### src/rtl/vint_pkg.sv
package vint_pkg;
   typedef enum logic [1:0] {FS_IDLE, FS_HI, FS_LO, FS_FIN} fstate_e;
   localparam logic [7:0] TBL_BASE  = 8'hE0;
   localparam logic [7:0] TRAP_SLOT = 8'hFE;
   localparam logic [7:0] ENTRY_OFS = 8'hFF;
   localparam int         MAX_SRC   = 14;
endpackage

### src/rtl/vint_pending.sv
module vint_pending #(
   parameter int NUM_SRC = 14
) (
   input  logic               clk,
   input  logic               rst_n,
   input  logic [NUM_SRC-1:0] evt_i,
   input  logic [NUM_SRC-1:0] clr_i,
   output logic [NUM_SRC-1:0] pend_o
);
   logic [NUM_SRC-1:0] pend_q;

   for (genvar g = 0; g < NUM_SRC; g++) begin : g_bit
      always_ff @(posedge clk or negedge rst_n) begin
         if (!rst_n)                pend_q[g] <= 1'b0;
         else if (evt_i[g])         pend_q[g] <= 1'b1;
         else if (clr_i[g])         pend_q[g] <= 1'b0;
      end

      // an event is never lost, even against a clear
      a_r4_event_kept: assert property (@(posedge clk) disable iff (!rst_n)
         evt_i[g] |=> pend_q[g]);
      // without event or clear the bit does not move
      a_r4_bit_holds: assert property (@(posedge clk) disable iff (!rst_n)
         (!evt_i[g] && !clr_i[g]) |=> (pend_q[g] == $past(pend_q[g])));
   end

   assign pend_o = pend_q;
endmodule

### src/rtl/vint_prio.sv
module vint_prio #(
   parameter int NUM_SRC       = 14,
   parameter bit HIGH_IDX_WINS = 1'b1,
   localparam int IDX_W        = $clog2(NUM_SRC)
) (
   input  logic [NUM_SRC-1:0] req_i,
   output logic               hit_o,
   output logic [IDX_W-1:0]   idx_o
);
   if (HIGH_IDX_WINS) begin : g_high
      always_comb begin
         idx_o = '0;
         for (int i = 0; i < NUM_SRC; i++)
            if (req_i[i]) idx_o = IDX_W'(i);
      end
   end else begin : g_low
      always_comb begin
         idx_o = '0;
         for (int i = NUM_SRC - 1; i >= 0; i--)
            if (req_i[i]) idx_o = IDX_W'(i);
      end
   end

   assign hit_o = |req_i;

   // the chosen index is itself a requesting source
   always_comb begin
      if (hit_o) a_r6_idx_requests: assert (req_i[idx_o]);
   end
endmodule

### src/rtl/vint_fetch.sv
module vint_fetch
   import vint_pkg::*;
#(
   parameter int  NUM_SRC = 14,
   parameter int  PC_W    = 15,
   localparam int IDX_W   = $clog2(NUM_SRC),
   localparam int PAGE_W  = PC_W - 8,
   localparam int HI_W    = PC_W - 8
) (
   input  logic             clk,
   input  logic             rst_n,
   input  logic             vsel_i,
   input  logic [PC_W-1:0]  vsel_pc_i,
   input  logic             trap_act_i,
   input  logic             hit_i,
   input  logic [IDX_W-1:0] idx_i,
   input  logic             take_fire_i,
   input  logic [7:0]       rom_data_i,
   output logic             rom_rd_o,
   output logic [PC_W-1:0]  rom_addr_o,
   output logic [PC_W-1:0]  target_o,
   output logic             target_vld_o,
   output logic             vsel_err_o
);
   localparam logic [PC_W-1:0] ENTRY_PC = PC_W'(ENTRY_OFS);

   fstate_e         st_q;
   logic [PC_W-1:0] addr_q;
   logic [HI_W-1:0] hi_q;
   logic [PC_W-1:0] tgt_q;
   logic            vld_q;
   logic            err_q;
   logic [PAGE_W-1:0] page_c;
   logic [7:0]        slot_c;

   always_comb begin
      page_c = vsel_pc_i[PC_W-1:8] + PAGE_W'(vsel_pc_i[7:0] == 8'hFF);
      if (trap_act_i)  slot_c = TRAP_SLOT;
      else if (hit_i)  slot_c = TBL_BASE + 8'({idx_i, 1'b0});
      else             slot_c = TBL_BASE;
   end

   always_ff @(posedge clk or negedge rst_n) begin
      if (!rst_n) begin
         st_q   <= FS_IDLE;
         addr_q <= '0;
         hi_q   <= '0;
         tgt_q  <= '0;
         vld_q  <= 1'b0;
         err_q  <= 1'b0;
      end else begin
         vld_q <= 1'b0;
         err_q <= 1'b0;
         if (take_fire_i) begin
            tgt_q <= ENTRY_PC;
            vld_q <= 1'b1;
         end
         unique case (st_q)
            FS_IDLE: if (vsel_i) begin
               if (page_c == '0) err_q <= 1'b1;
               else begin
                  addr_q <= {page_c, slot_c};
                  st_q   <= FS_HI;
               end
            end
            FS_HI: begin
               addr_q[0] <= 1'b1;
               st_q      <= FS_LO;
            end
            FS_LO: begin
               hi_q <= rom_data_i[HI_W-1:0];
               st_q <= FS_FIN;
            end
            FS_FIN: begin
               tgt_q <= {hi_q, rom_data_i};
               vld_q <= 1'b1;
               st_q  <= FS_IDLE;
            end
            default: st_q <= FS_IDLE;
         endcase
      end
   end

   assign rom_rd_o     = (st_q == FS_HI) || (st_q == FS_LO);
   assign rom_addr_o   = addr_q;
   assign target_o     = tgt_q;
   assign target_vld_o = vld_q;
   assign vsel_err_o   = err_q;

   // every vector read lands in the table window of a page
   a_r7_table_window: assert property (@(posedge clk) disable iff (!rst_n)
      rom_rd_o |-> (rom_addr_o[7:0] >= TBL_BASE));
   // the table never sits in page 0
   a_r9_no_page0_read: assert property (@(posedge clk) disable iff (!rst_n)
      rom_rd_o |-> (rom_addr_o[PC_W-1:8] != '0));
   // an error is never paired with a read
   a_r9_err_no_read: assert property (@(posedge clk) disable iff (!rst_n)
      vsel_err_o |-> !rom_rd_o);
   // low-order byte is read right after the high-order byte
   a_r10_lo_follows: assert property (@(posedge clk) disable iff (!rst_n)
      (st_q == FS_LO) |-> ($past(rom_rd_o) && rom_addr_o == PC_W'($past(rom_addr_o) + 1'b1)));
   // result appears two cycles after the last read
   a_r10_result_timing: assert property (@(posedge clk) disable iff (!rst_n)
      (st_q == FS_FIN) |=> target_vld_o);
   // an accepted take outside a fetch result returns the entry address
   a_r2_entry_target: assert property (@(posedge clk) disable iff (!rst_n)
      (take_fire_i && st_q != FS_FIN) |=> (target_vld_o && target_o == ENTRY_PC));
endmodule

### src/rtl/vint_resolver.sv
module vint_resolver
   import vint_pkg::*;
#(
   parameter int NUM_SRC       = 14,
   parameter int PC_W          = 15,
   parameter bit HIGH_IDX_WINS = 1'b1
) (
   input  logic               clk,
   input  logic               rst_n,
   input  logic [NUM_SRC-1:0] evt_i,
   input  logic [NUM_SRC-1:0] src_en_i,
   input  logic [NUM_SRC-1:0] pend_clr_i,
   input  logic               trap_i,
   input  logic               gie_set_i,
   input  logic               gie_clr_i,
   input  logic               take_i,
   input  logic               reti_i,
   input  logic               vsel_i,
   input  logic [PC_W-1:0]    vsel_pc_i,
   input  logic [7:0]         rom_data_i,
   output logic               irq_o,
   output logic               gie_o,
   output logic               rom_rd_o,
   output logic [PC_W-1:0]    rom_addr_o,
   output logic [PC_W-1:0]    target_o,
   output logic               target_vld_o,
   output logic               vsel_err_o
);
   localparam int IDX_W = $clog2(NUM_SRC);

   if (NUM_SRC < 2 || NUM_SRC > MAX_SRC) begin : g_bad_src
      $error("vint_resolver: NUM_SRC must lie in 2..14");
   end
   if (PC_W < 9 || PC_W > 16) begin : g_bad_pc
      $error("vint_resolver: PC_W must lie in 9..16");
   end

   logic [NUM_SRC-1:0] pend;
   logic [NUM_SRC-1:0] active;
   logic               hit;
   logic [IDX_W-1:0]   idx;
   logic               gie_q;
   logic               trap_q;
   logic               take_fire;

   vint_pending #(.NUM_SRC(NUM_SRC)) u_pend (
      .clk   (clk),
      .rst_n (rst_n),
      .evt_i (evt_i),
      .clr_i (pend_clr_i),
      .pend_o(pend)
   );

   assign active = pend & src_en_i;

   vint_prio #(.NUM_SRC(NUM_SRC), .HIGH_IDX_WINS(HIGH_IDX_WINS)) u_prio (
      .req_i(active),
      .hit_o(hit),
      .idx_o(idx)
   );

   always_ff @(posedge clk or negedge rst_n) begin
      if (!rst_n)          trap_q <= 1'b0;
      else if (trap_i)     trap_q <= 1'b1;
      else if (reti_i)     trap_q <= 1'b0;
   end

   assign irq_o     = gie_q && (hit || trap_q);
   assign take_fire = take_i && irq_o;

   always_ff @(posedge clk or negedge rst_n) begin
      if (!rst_n)                     gie_q <= 1'b0;
      else if (take_fire)             gie_q <= 1'b0;
      else if (gie_clr_i)             gie_q <= 1'b0;
      else if (gie_set_i || reti_i)   gie_q <= 1'b1;
   end
   assign gie_o = gie_q;

   vint_fetch #(.NUM_SRC(NUM_SRC), .PC_W(PC_W)) u_fetch (
      .clk         (clk),
      .rst_n       (rst_n),
      .vsel_i      (vsel_i),
      .vsel_pc_i   (vsel_pc_i),
      .trap_act_i  (trap_q),
      .hit_i       (hit),
      .idx_i       (idx),
      .take_fire_i (take_fire),
      .rom_data_i  (rom_data_i),
      .rom_rd_o    (rom_rd_o),
      .rom_addr_o  (rom_addr_o),
      .target_o    (target_o),
      .target_vld_o(target_vld_o),
      .vsel_err_o  (vsel_err_o)
   );

   // no request without the global enable
   a_r1_irq_gated: assert property (@(posedge clk) disable iff (!rst_n)
      irq_o |-> gie_o);
   // taking the interrupt closes the global enable
   a_r2_take_clears: assert property (@(posedge clk) disable iff (!rst_n)
      (take_i && irq_o) |=> !gie_o);
   // return-from-interrupt reopens the global enable
   a_r3_reti_sets: assert property (@(posedge clk) disable iff (!rst_n)
      (reti_i && !take_fire && !gie_clr_i) |=> gie_o);
   // a latched trap is not masked by source enables
   a_r5_trap_unmasked: assert property (@(posedge clk) disable iff (!rst_n)
      (trap_q && gie_o) |-> irq_o);
   // the trap strobe always latches
   a_r5_trap_latch: assert property (@(posedge clk) disable iff (!rst_n)
      trap_i |=> trap_q);
endmodule

### config.mk
export PLATFORM = sky130hd
export DESIGN_NAME = vint_resolver
export DESIGN_NICKNAME = d
export VERILOG_FILES = /design/src/rtl/vint_pkg.sv /design/src/rtl/vint_pending.sv /design/src/rtl/vint_prio.sv /design/src/rtl/vint_fetch.sv /design/src/rtl/vint_resolver.sv
export SDC_FILE = /design/constraint.sdc
export NUM_CORES = 1
export LEC_CHECK = 0
export BUFFER_PORTS_ARGS = -buffer_cell sky130_fd_sc_hd__buf_4
export CORE_MARGIN = 2
export CORE_UTILIZATION = 30
export DETAILED_ROUTE_END_ITERATION = 12
export PLACE_DENSITY = 0.61
export SYNTH_ARGS = -nofsm -noshare
export SYNTH_HDL_FRONTEND = slang
export SYNTH_SLANG_ARGS = --single-unit
### constraint.sdc
create_clock -name clk -period 2.26 [get_ports clk]
set_input_delay 0 -clock clk [delete_from_list [all_inputs] [get_ports clk]]
set_output_delay 0 -clock clk [all_outputs]
set_load 0.02 [all_outputs]
Yosys cells after proc, flatten, opt, wreduce, memory -nomap -nowiden

Cells that the tools add are included.

Register bits after elaboration: 57

Add/subtract/negate cells: 2
Equality and inequality tests: 6
Multiplexer cells: 61
Bitwise logic cells: 2
Reductions and logical operators: 29

Operators by type and width:

| cell                                                 | count |
|---|---|
| 2-to-1 mux 1 bit                                     | 41 |
| nonzero test 2 bit                                   | 17 |
| 2-to-1 mux 15 bit                                    | 2 |
| 2-to-1 mux 4 bit                                     | 6 |
| 2-to-1 mux 8 bit                                     | 2 |
| bitwise AND 14 bit                                   | 1 |
| OR reduction 14 bit                                  | 1 |
| 2-to-1 mux 3 bit                                     | 4 |
| equality test 8 bit (second input constant)          | 1 |
| 2-to-1 mux 2 bit                                     | 4 |
| case mux 2 bit (4 select lines)                      | 1 |
| adder 6 x 6 -> 7 bit (first input constant)          | 1 |
| adder 7 x 1 -> 7 bit                                 | 1 |
| zero test 7 bit                                      | 1 |
| AND reduction 3 bit                                  | 2 |
| equality test 2 bit (second input constant)          | 2 |
| inequality test 2 bit (second input constant)        | 2 |
| logical OR 1 bit                                     | 3 |
| nonzero test 3 bit                                   | 1 |
| equality test 2 x 1 -> 1 bit (second input constant) | 1 |
| logical AND 1 bit                                    | 2 |
| zero test 2 bit                                      | 1 |
| case mux 1 bit (2 select lines)                      | 1 |
| AND reduction 2 bit                                  | 1 |
| NOT 1 bit                                            | 1 |

Longest topological paths before layout

Gate-level depths: netlist of run 1.

Depth in word-level cells: 20
Mapped depth: 10
Depth with buffers taken out: 9

Cells and area by module

From an unflattened synthesis of run 1, not the netlist that was laid out.

Cell total of the unflattened synthesis: 247
Area, all modules: 2603.7 um^2

Modules (own cells, without submodules):

| module        | times used | cells an instance | area an instance (um^2) |
|---|---|---|---|
| vint_fetch    | 1          | 159               | 1783.0 |
| vint_pending  | 1          | 42                | 508.0 |
| vint_resolver | 1          | 22                | 182.7 |
| vint_prio     | 1          | 24                | 130.1 |

Worst setup path before layout of run 1

OpenSTA, ideal clock, no wires.

Path type: input to register
Start: in vsel_pc_i[7]
End: reg u_fetch.addr_q[10], in the netlist u_fetch.rom_addr_o[10]
Arrival time: 1.946 ns
Slack: 0.187 ns
Cell stages on the path: 10
Buffers on the path: 1
Cells stage by stage: nand4_1 > nor2_1 > ha_1 > ha_1 > or2_1 > a2111oi_2 > o211ai_2 > nand3_2 > buf_4 > mux2_1

Longest elaborated chain between the ends: 5

RTL lines:

| what                                 | line                | RTL |
|---|---|---|
| start, declared                      | vint_resolver.sv:19 | `input logic [PC_W-1:0] vsel_pc_i,` |
| equality test 8 bit *                | vint_fetch.sv:37    | `page_c = vsel_pc_i[PC_W-1:8] + PAGE_W'(vsel_pc_i[7:0] == 8'hFF);` |
| adder 7 x 1 -> 7 bit *               | vint_fetch.sv:37    |  |
| zero test 7 bit                      | vint_fetch.sv:60    | `if (page_c == '0) err_q <= 1'b1;` |
| NOT 1 bit (no source line)           | -                   |  |
| AND reduction 3 bit (no source line) | -                   |  |
| end signal, assigned                 | vint_fetch.sv:62    | `addr_q <= {page_c, slot_c};` |
| end, declared                        | vint_fetch.sv:28    | `logic [PC_W-1:0] addr_q;` |

Every way passes the cells marked *; elsewhere a longest branch is shown, timed or not.
A chain may end at the register's enable or synchronous reset.

Worst setup path in the final report of run 1

Start: reg u_pend.pend_q[6], in the netlist u_pend.pend_o[6]
End: reg u_fetch.tgt_q[4], in the netlist u_fetch.target_o[4]

Longest elaborated chain between the ends: 6

RTL lines:

| what                                | line                | RTL |
|---|---|---|
| start, declared                     | vint_pending.sv:10  | `logic [NUM_SRC-1:0] pend_q;` |
| start signal, assigned by index     | vint_pending.sv:14  | `if (!rst_n) pend_q[g] <= 1'b0;` |
| start signal, assigned by index     | vint_pending.sv:15  | `else if (evt_i[g]) pend_q[g] <= 1'b1;` |
| start signal, assigned by index     | vint_pending.sv:16  | `else if (clr_i[g]) pend_q[g] <= 1'b0;` |
| bitwise AND 14 bit                  | vint_resolver.sv:54 | `assign active = pend & src_en_i;` |
| OR reduction 14 bit                 | vint_prio.sv:24     | `assign hit_o = \|req_i;` |
| logical OR 1 bit                    | vint_resolver.sv:68 | `assign irq_o = gie_q && (hit \|\| trap_q);` |
| logical AND 1 bit                   | vint_resolver.sv:68 |  |
| logical AND 1 bit                   | vint_resolver.sv:69 | `assign take_fire = take_i && irq_o;` |
| nonzero test 2 bit (no source line) | -                   |  |
| end signal, assigned                | vint_fetch.sv:75    | `tgt_q <= {hi_q, rom_data_i};` |
| end, declared                       | vint_fetch.sv:30    | `logic [PC_W-1:0] tgt_q;` |

Every way passes these cells.

==> impl_metrics.ini, run 1 <==
[setup_path]
required_ps = 2420
reg2regPathDepth = 6
crit_type = reg2reg
crit_path_start_kind = flop
cp_max_fo = 9
regToRegEndpoint = u_fetch.target_o[4]
crit_path_end_kind = flop
timing.reg2reg.setup_slack_ps = 210
crit_arrival_ps = 2210
r2r-start = u_pend.pend_o[6]

[min_path]
hold_path_class = in2reg
min_path_cells = 3
worstHoldStart = take_i
worstHoldEndpoint = gie_o

[layout]
num_antenna_cells = 0
most-common-layout-cells = buf_4, dfrtp_1, dlygate4sd3_1
final_common_cell = buf_4
fill_cells = 781
drive_gt1_share_pct = 39.02
area_delta_synth_final_pct = 57.18
layout.nets = 447

[global_routing]
antenna_found_initial = 0
grt_pass1_wl_mm = 11.07
grt.overflow.total = 0
grt_max_degree = 56
grt_use_total_pct = 14.14
grt_pass1_vias = 2407

[die]
fp.dieW_um = 96.74
io_pins = 108
die_y_um = 96.74
initial_utilization_pct = 31.24
coreArea_um2 = 8258
dieArea_um2 = 9358
rows = 33

[detailed_routing]
drt_iter0_markers = 42
antenna_left = 0
drtPass1Iterations = 4
wl_per_cell_um = 13.70
vias_per_cell = 4.665
num_vias = 2211
wirelength_mm = 6.494
remaining_drc_errors = 0

[cts]
insertion_delay_ps = 300
clkTransAtPathRegs_ps = 90
cts_tree = done
cts_setup_buffers = 0
clk_path_buf_depth = 2
numClockSinks = 55
htreeDepth = 2
root_buffer = clkbuf_8
cts_resized = 0
cts_buffers = 5

[outcome]
status = finished, final reports clean

[sta]
drv_slew = 0
max_freq_mhz = 487.9
fin_crit_sh_pct = 90.68
max-slew-margin-rel_pct = 37.12
hold_viol = 0
finClkSkew_ps = 5.031
final.setup.tns_ps = 0
setup_viol = 0
worstMarginPinSlew_ps = 943.1
rsz0062_at_grt = no
fin_ws_ps = 210.6
fin_crit_ps = 2049

[synthesis]
ys_seq_elements = 55
synth_edf_count = 0
synth_area_per_cell_um2 = 12.06
synth_mux_area_share_pct = 6.935
ys_seq_area_share_pct = 53.35
synthCells = 214
synth_fp_nets = 293
yosys.area_share.simple_pct = 8.196
ys.flop_type = dfrtp_1
synth_xor_area_share_pct = 1.697
async_reset_ff_share_pct = 100.0
synth_fa_ha_area_share_pct = 2.910
synth_top_family_by_area = compound AO/OA/AOI/OAI gates
post_synth_instance_area_um2 = 2580
synth_compound_area_share_pct = 21.48
synth_cell_type_count = 45
ys_warn_count = 0

[run]
drv_cap = 0

[power]
p_comb_share_pct = 43.8
vdd_drop_max_v = 0.0007218
power.switching_mw = 1.351
p_int_mw = 2.557
power.leakage_nw = 1.935
p_seq_share_pct = 38.6
swShare_pct = 34.57
power_density_nw_per_um2 = 963.6
power_frac_clock_pct = 17.6

[place]
dp_hpwl_mm = 4.604
place_congestion = 0.8536
pre_cts_ws_ps = 126.5
io_buffers = 107
[critical path, stage by stage (launching register included)]
cell	delay, ps
dfrtp_1	410
a22o_1	280
or4_4	550
o211a_4	270
nor2_8	170
inv_6	90
a2bb2oi_2	140
[cells in the mapped netlist (all sizes together) (4+ instances only)]
cell type	n	area [um2]
a21oi	6	30.03
nand4	4	25.02
a21o	17	127.6
nand3	6	35.03
mux2	15	168.9
a2bb2oi	8	120.1
ha	6	75.07
nor2	6	38.79
nand2	9	33.78
a22o	11	96.34
buf	4	26.27
inv	27	106.4
dfrtp	55	1376
[logic make-up after synthesis]
kind of cell,count (synthesis)
buf+inv,33
xor+xnor,5
mux,16
simple gates,37
fa+ha+maj,6
flops,55
compound gates,62
[state kept, by name, summed over array words and instances (netlist names)]
name / flops
u_fetch.st_q: 2
u_fetch.target_vld_o: 1
u_fetch.vsel_err_o: 1
gie_o: 1
u_fetch.hi_q: 7
u_fetch.rom_addr_o: 13
u_pend.pend_o: 14
u_fetch.target_o: 15
trap_q: 1
[per-layer routing]
metal	track usage, %	up-vias	share of wire [%]
met2	24.79	71	49
met4	3.684	0	1.2
met1	17.36	1060	44
met5	0	-	0
li1	-	1071	-
met3	3.540	9	6.1
[per-stage QoR]
stage	hold slack (ps)	instance area (um2)	utilization (%)	cells	power, mW
floorplan	-295.6	2580	-	214	2.517
global placement	98.17	3503	42.42	423	3.163
detailed placement	102.4	3503	42.42	423	3.192
CTS	28.37	4055	49.11	474	3.961
global route	35.90	4055	49.11	474	4.173
finish	41.54	4055	49.11	474	3.908
[final cells by class]
cell class	count	area [um2]	share of cell area, %
clock buffers	6	82.58	2.036
clock inverters	2	38.79	0.9565
inverters	27	106.4	2.623
multi-input cells	126	1064	26.23
flip-flops and latches	55	1376	33.94
well taps	105	131.4	3.240
repair buffers	153	1256	30.98
[worst max-delay path by stage]
stage / from / endpoint / slack, ps
finish: u_pend.pend_o[6] / u_fetch.target_o[4] / 210
global route: u_pend.pend_o[6] / u_fetch.target_o[4] / 130
CTS: u_pend.pend_o[6] / u_fetch.target_o[4] / 180
detailed placement: vsel_pc_i[2] / u_fetch.rom_addr_o[12] / 130
global placement: vsel_pc_i[7] / u_fetch.rom_addr_o[1] / 170
floorplan: vsel_pc_i[7] / u_fetch.rom_addr_o[10] / 190
[power by group through the flow]
stage	sequential, mW	combinational [mW]	clock, mW
final	1.51	1.71	0.688
after global routing	1.56	1.85	0.764
after CTS	1.51	1.73	0.718
after detailed placement	1.53	1.67	0
after global placement	1.53	1.64	0
after floorplan	1.75	0.769	0
[repair_timing]
item / CTS / global route
setup endpoints to repair: 0 / 0
hold buffers: 43 / 0
endpoints found under the hold margin: 88 / 0
Power figures use the tool's default switching activity.
==> run 2: changes to the inputs <==
BUFFER_PORTS_ARGS = -buffer_cell sky130_fd_sc_hd__buf_2   (was -buffer_cell sky130_fd_sc_hd__buf_4)
==> run 2 against run 1 <==
Against the previous run:
- fmax grew 1.2%
- sequential share of layout area grew 2.7 points
- critical path depth is the same
- via count grew 0.72%
- clock power shrank 20%
- register-to-register slack gained 20 ps
- cell count is the same
- clock skew grew 7.4 ps
- hold slack lost 24 ps
- non-clock buffer count is the same
- die area is the same
- global-route usage shrank 0.11 points
==> impl_metrics.ini, run 2 (synthesis gave the netlist of run 1 again) <==
[outcome]
status = finished, final reports clean

[cts]
clkTransAtPathRegs_ps = 100
cts_tree = done
cts_setup_buffers = 0
numClockSinks = 55
cts_buffers = 5
insertion_delay_ps = 310
cts_hold_buf = 41
cts_resized = 0
htreeDepth = 2
root_buffer = clkbuf_8
clk_path_buf_depth = 2

[layout]
drive_gt1_share_pct = 39.57
fill_cells = 802
most-common-layout-cells = buf_2, dfrtp_1, dlygate4sd3_1
area_delta_synth_final_pct = 45.44
final_common_cell = buf_2
largest_register_ffs = 15
fin_area_um2 = 3752
layout.nets = 447
num_antenna_cells = 0
post-route-util_pct = 45.44

[setup_path]
timing.reg2reg.setup_slack_ps = 230
r2r-start = u_pend.pend_o[6]
reg2regPathDepth = 6
required_ps = 2440
regToRegEndpoint = u_fetch.target_o[1]
crit_path_end_kind = flop
endpoint = u_fetch.target_o[1]
crit_arrival_ps = 2210
crit_start = u_pend.pend_o[6]
crit_type = reg2reg
cp_max_fo = 9
crit_path_start_kind = flop

[global_routing]
grt_use_total_pct = 14.04
grt_pass1_wl_mm = 10.99
grt.overflow.total = 0
grt_max_degree = 29
antenna_found_initial = 0
grt_pass1_vias = 2409

[sta]
setup_viol = 0
finClkSkew_ps = 12.42
worstMarginPinSlew_ps = 623.7
drv_slew = 0
fin_ws_ps = 234.0
max-slew-margin-rel_pct = 58.42
rsz0062_at_grt = no
max_freq_mhz = 493.6
final.setup.tns_ps = 0
hold_viol = 0
fin_crit_sh_pct = 89.65
fin_crit_ps = 2026

[die]
io_pins = 108
rows = 33
initial_utilization_pct = 31.24
dieArea_um2 = 9358
coreArea_um2 = 8258
die_y_um = 96.74
fp.dieW_um = 96.74

[detailed_routing]
drtPass1Iterations = 4
drt_iter0_markers = 62
vias_per_cell = 4.698
antenna_left = 0
num_vias = 2227
remaining_drc_errors = 0
wl_per_cell_um = 13.27
wirelength_mm = 6.290

[power]
p_total_mw = 3.601
power.leakage_nw = 1.826
power_density_nw_per_um2 = 959.7
vdd_drop_max_v = 0.0006243

[place]
pre_cts_ws_ps = 143.9
io_buffers = 107
place_congestion = 0.8767
placed_area_um2 = 3251
dp_hpwl_mm = 4.717

[min_path]
hold_path_class = in2reg

[run]
drv_cap = 0
[run 2: critical path, cell delays in order (launching register included)]
cell,delay (ps)
dfrtp_1,410
a22o_1,280
or4_4,550
o211a_4,270
nor2_8,170
inv_6,90
a2bb2oi_2,130
[run 2: metrics by stage]
step / hold WS (ps) / std cells
after floorplan: -295.6 / 214
after global placement: 54.66 / 425
after detailed placement: 56.70 / 425
after CTS: 1.042 / 474
after global routing: 42.92 / 474
final: 17.04 / 474
[run 2: worst min-delay path by stage]
stage / from / endpoint / slack [ps] / depth (start not counted)
2_1_floorplan: rst_n / gie_o / -300 / 0
3_3_place_gp: rst_n / u_pend.pend_o[2] / 50 / 1
3_5_place_dp: rst_n / u_pend.pend_o[2] / 60 / 1
4_1_cts: reti_i / gie_o / 1 / 3
5_1_grt: take_i / gie_o / 40 / 3
6_report: reti_i / gie_o / 20 / 3
[run 2: cell type report]
class	instances	area (um2)	share of cell area [%]
clock buffers	5	68.82	1.834
clock inverters	3	22.52	0.6002
inverters	27	106.4	2.834
multi-input cells	126	1064	28.34
flip-flops and latches	55	1376	36.68
well taps	105	131.4	3.501
repair buffers	153	983.4	26.21
[run 2: routing by layer]
metal  vias to the layer above  wire length, um  track usage [%]
li1                       1079                -                -
met5                         -                0                0
met1                      1072             2774            17.83
met2                        67             3076            24.15
met4                         0               88            3.467
met3                         9              351            3.324
[run 2: report_power, final]
| part | switching (mW) | total (mW) | leakage, nW | internal (mW) |
|---|---|---|---|---|
| combinational | 0.826 | 1.56 | 1.16 | 0.734 |
| sequential | 0.188 | 1.49 | 0.622 | 1.30 |
| clock | 0.327 | 0.550 | 0.0485 | 0.223 |
| total | 1.34 | 3.60 | 1.83 | 2.26 |
==> run 3: changes to the inputs <==
clock period = 2.5 ns   (was 2.26 ns; I/O delays follow)
==> run 3 against run 2 <==
Against the previous run:
- cell area decreased by 0.60%
- total power decreased by 9.6%
- flip-flop and latch count unchanged
- sequential power decreased by 9%
- first-iteration DRC count decreased by 29%
- via count decreased by 1.4%
- critical path depth decreased by 1
- critical endpoint is now gie_o
- largest cell class unchanged
- register-to-register slack about the same
- global-route usage increased by 0.096 points
==> impl_metrics.ini, run 3 (synthesis gave the netlist of run 1 again) <==
[cts]
cts_buffers = 5
clk_path_buf_depth = 2
htreeDepth = 2
insertion_delay_ps = 300
clkTransAtPathRegs_ps = 100
numClockSinks = 55
root_buffer = clkbuf_8
cts_tree = done

[detailed_routing]
drtPass1Iterations = 4
vias_per_cell = 4.660
wirelength_mm = 6.203
drt_iter0_markers = 44
num_vias = 2195
wl_per_cell_um = 13.17
antenna_left = 0
remaining_drc_errors = 0

[layout]
largest_register_ffs = 15
num_antenna_cells = 0
final_common_cell = buf_2
multiInputGateArea_um2 = 1064
drive_gt1_share_pct = 39.07
regArea_um2 = 1376
area_delta_synth_final_pct = 44.57
layout.nets = 444
most-common-layout-cells = buf_2, dfrtp_1, dlygate4sd3_1
fill_cells = 805
fin_area_um2 = 3730

[place]
place_congestion = 0.8758
io_buffers = 107
placed_area_um2 = 3228
dp_hpwl_mm = 4.566

[power]
power_density_nw_per_um2 = 872.9
power.leakage_nw = 1.812
vdd_drop_max_v = 0.0005796

[die]
io_pins = 108
die_y_um = 96.74
initial_utilization_pct = 31.24
dieArea_um2 = 9358
coreArea_um2 = 8258
rows = 33
fp.dieW_um = 96.74

[sta]
worstMarginPinSlew_ps = 614.1
setup_viol = 0
hold_viol = 0
max_freq_mhz = 440.0
rsz0062_at_grt = no
fin_crit_sh_pct = 90.91
final.setup.tns_ps = 0
fin_crit_ps = 2273
drv_slew = 0
max-slew-margin-rel_pct = 59.06
finClkSkew_ps = 8.764

[setup_path]
crit_arrival_ps = 2520
crit_start = u_pend.pend_o[6]
max_stage_delay_ps = 560
cpMaxStageDelayCell = dlygate4sd3_1
crit_type = reg2reg
required_ps = 2750
cp_max_fo = 3
crit_path_start_kind = flop
r2r-start = u_pend.pend_o[6]
crit_path_end_kind = flop
path_cells = a22o_1, or4_4, o211a_4, nor3_1, dlygate4sd3_1

[outcome]
status = finished, final reports clean

[global_routing]
antenna_found_initial = 0
grt_use_total_pct = 14.13
grt_max_degree = 29
grt.overflow.total = 0
grt_pass1_vias = 2403
grt_pass1_wl_mm = 11.08

[min_path]
worstHoldStart = vsel_i
hold_path_class = in2reg

[run]
drv_cap = 0
-- run 3: per-stage QoR --
step / total power, mW / instances / hold slack (ps) / util (%) / setup slack, ps
final: 3.256 / 471 / 43.48 / 45.17 / 227.3
after global routing: 3.497 / 471 / 55.82 / 45.17 / 145.2
after CTS: 3.311 / 471 / 32.54 / 45.17 / 210.9
after detailed placement: 2.737 / 422 / 52.26 / 39.09 / 141.3
after global placement: 2.706 / 422 / 54.63 / 39.09 / 236.2
after floorplan: 2.276 / 214 / -295.6 / - / 426.7
-- run 3: routing by layer --
metal | vias to the layer above | global-route usage (%) | part of all wire, %
met5 | - | 0 | 0
met4 | 0 | 3.142 | 0.95
met3 | 6 | 3.540 | 6.0
met2 | 72 | 24.31 | 48
met1 | 1049 | 17.97 | 45
li1 | 1068 | - | -
-- run 3: what timing repair did --
item / in CTS / in global routing
resized for setup: 0 / 0
hold buffers: 41 / 0
endpoints found under the setup margin: 0 / 0
buffers inserted: 0 / 0
hold endpoints to repair: 58 / 0
-- run 3: area by class of cell --
| type | count | area share [%] |
|---|---|---|
| clock buffers | 5 | 1.845 |
| clock inverters | 3 | 0.6038 |
| inverters | 27 | 2.851 |
| multi-input cells | 126 | 28.51 |
| flip-flops and latches | 55 | 36.90 |
| well taps | 105 | 3.522 |
| repair buffers | 150 | 25.76 |
-- run 3: worst max-delay path, delay by kind of cell (launching register included) --
kind	cells	cell delay, ps
AO/OA/AOI/OAI	2	550
AND/OR/NAND/NOR	2	700
flip-flops	1	410
buffers and inverters	1	560
-- run 3: worst paths after layout --
kind / to / slack, ps / depth (start not counted)
max reg2reg: gie_o / 230 / 5
max in group asynchronous: u_fetch.rom_addr_o[8] / 1470 / 3
min in group asynchronous: u_pend.pend_o[2] / 230 / 2
min: u_fetch.rom_addr_o[9] / 40 / 2
min reg2reg: u_fetch.rom_addr_o[11] / 490 / 1
max: gie_o / 230 / 5
-- run 3: where the power goes --
group          internal (mW)  total (mW)  switching, mW
clock                  0.203       0.500          0.296
sequential              1.18        1.35          0.175
combinational          0.658        1.40          0.746
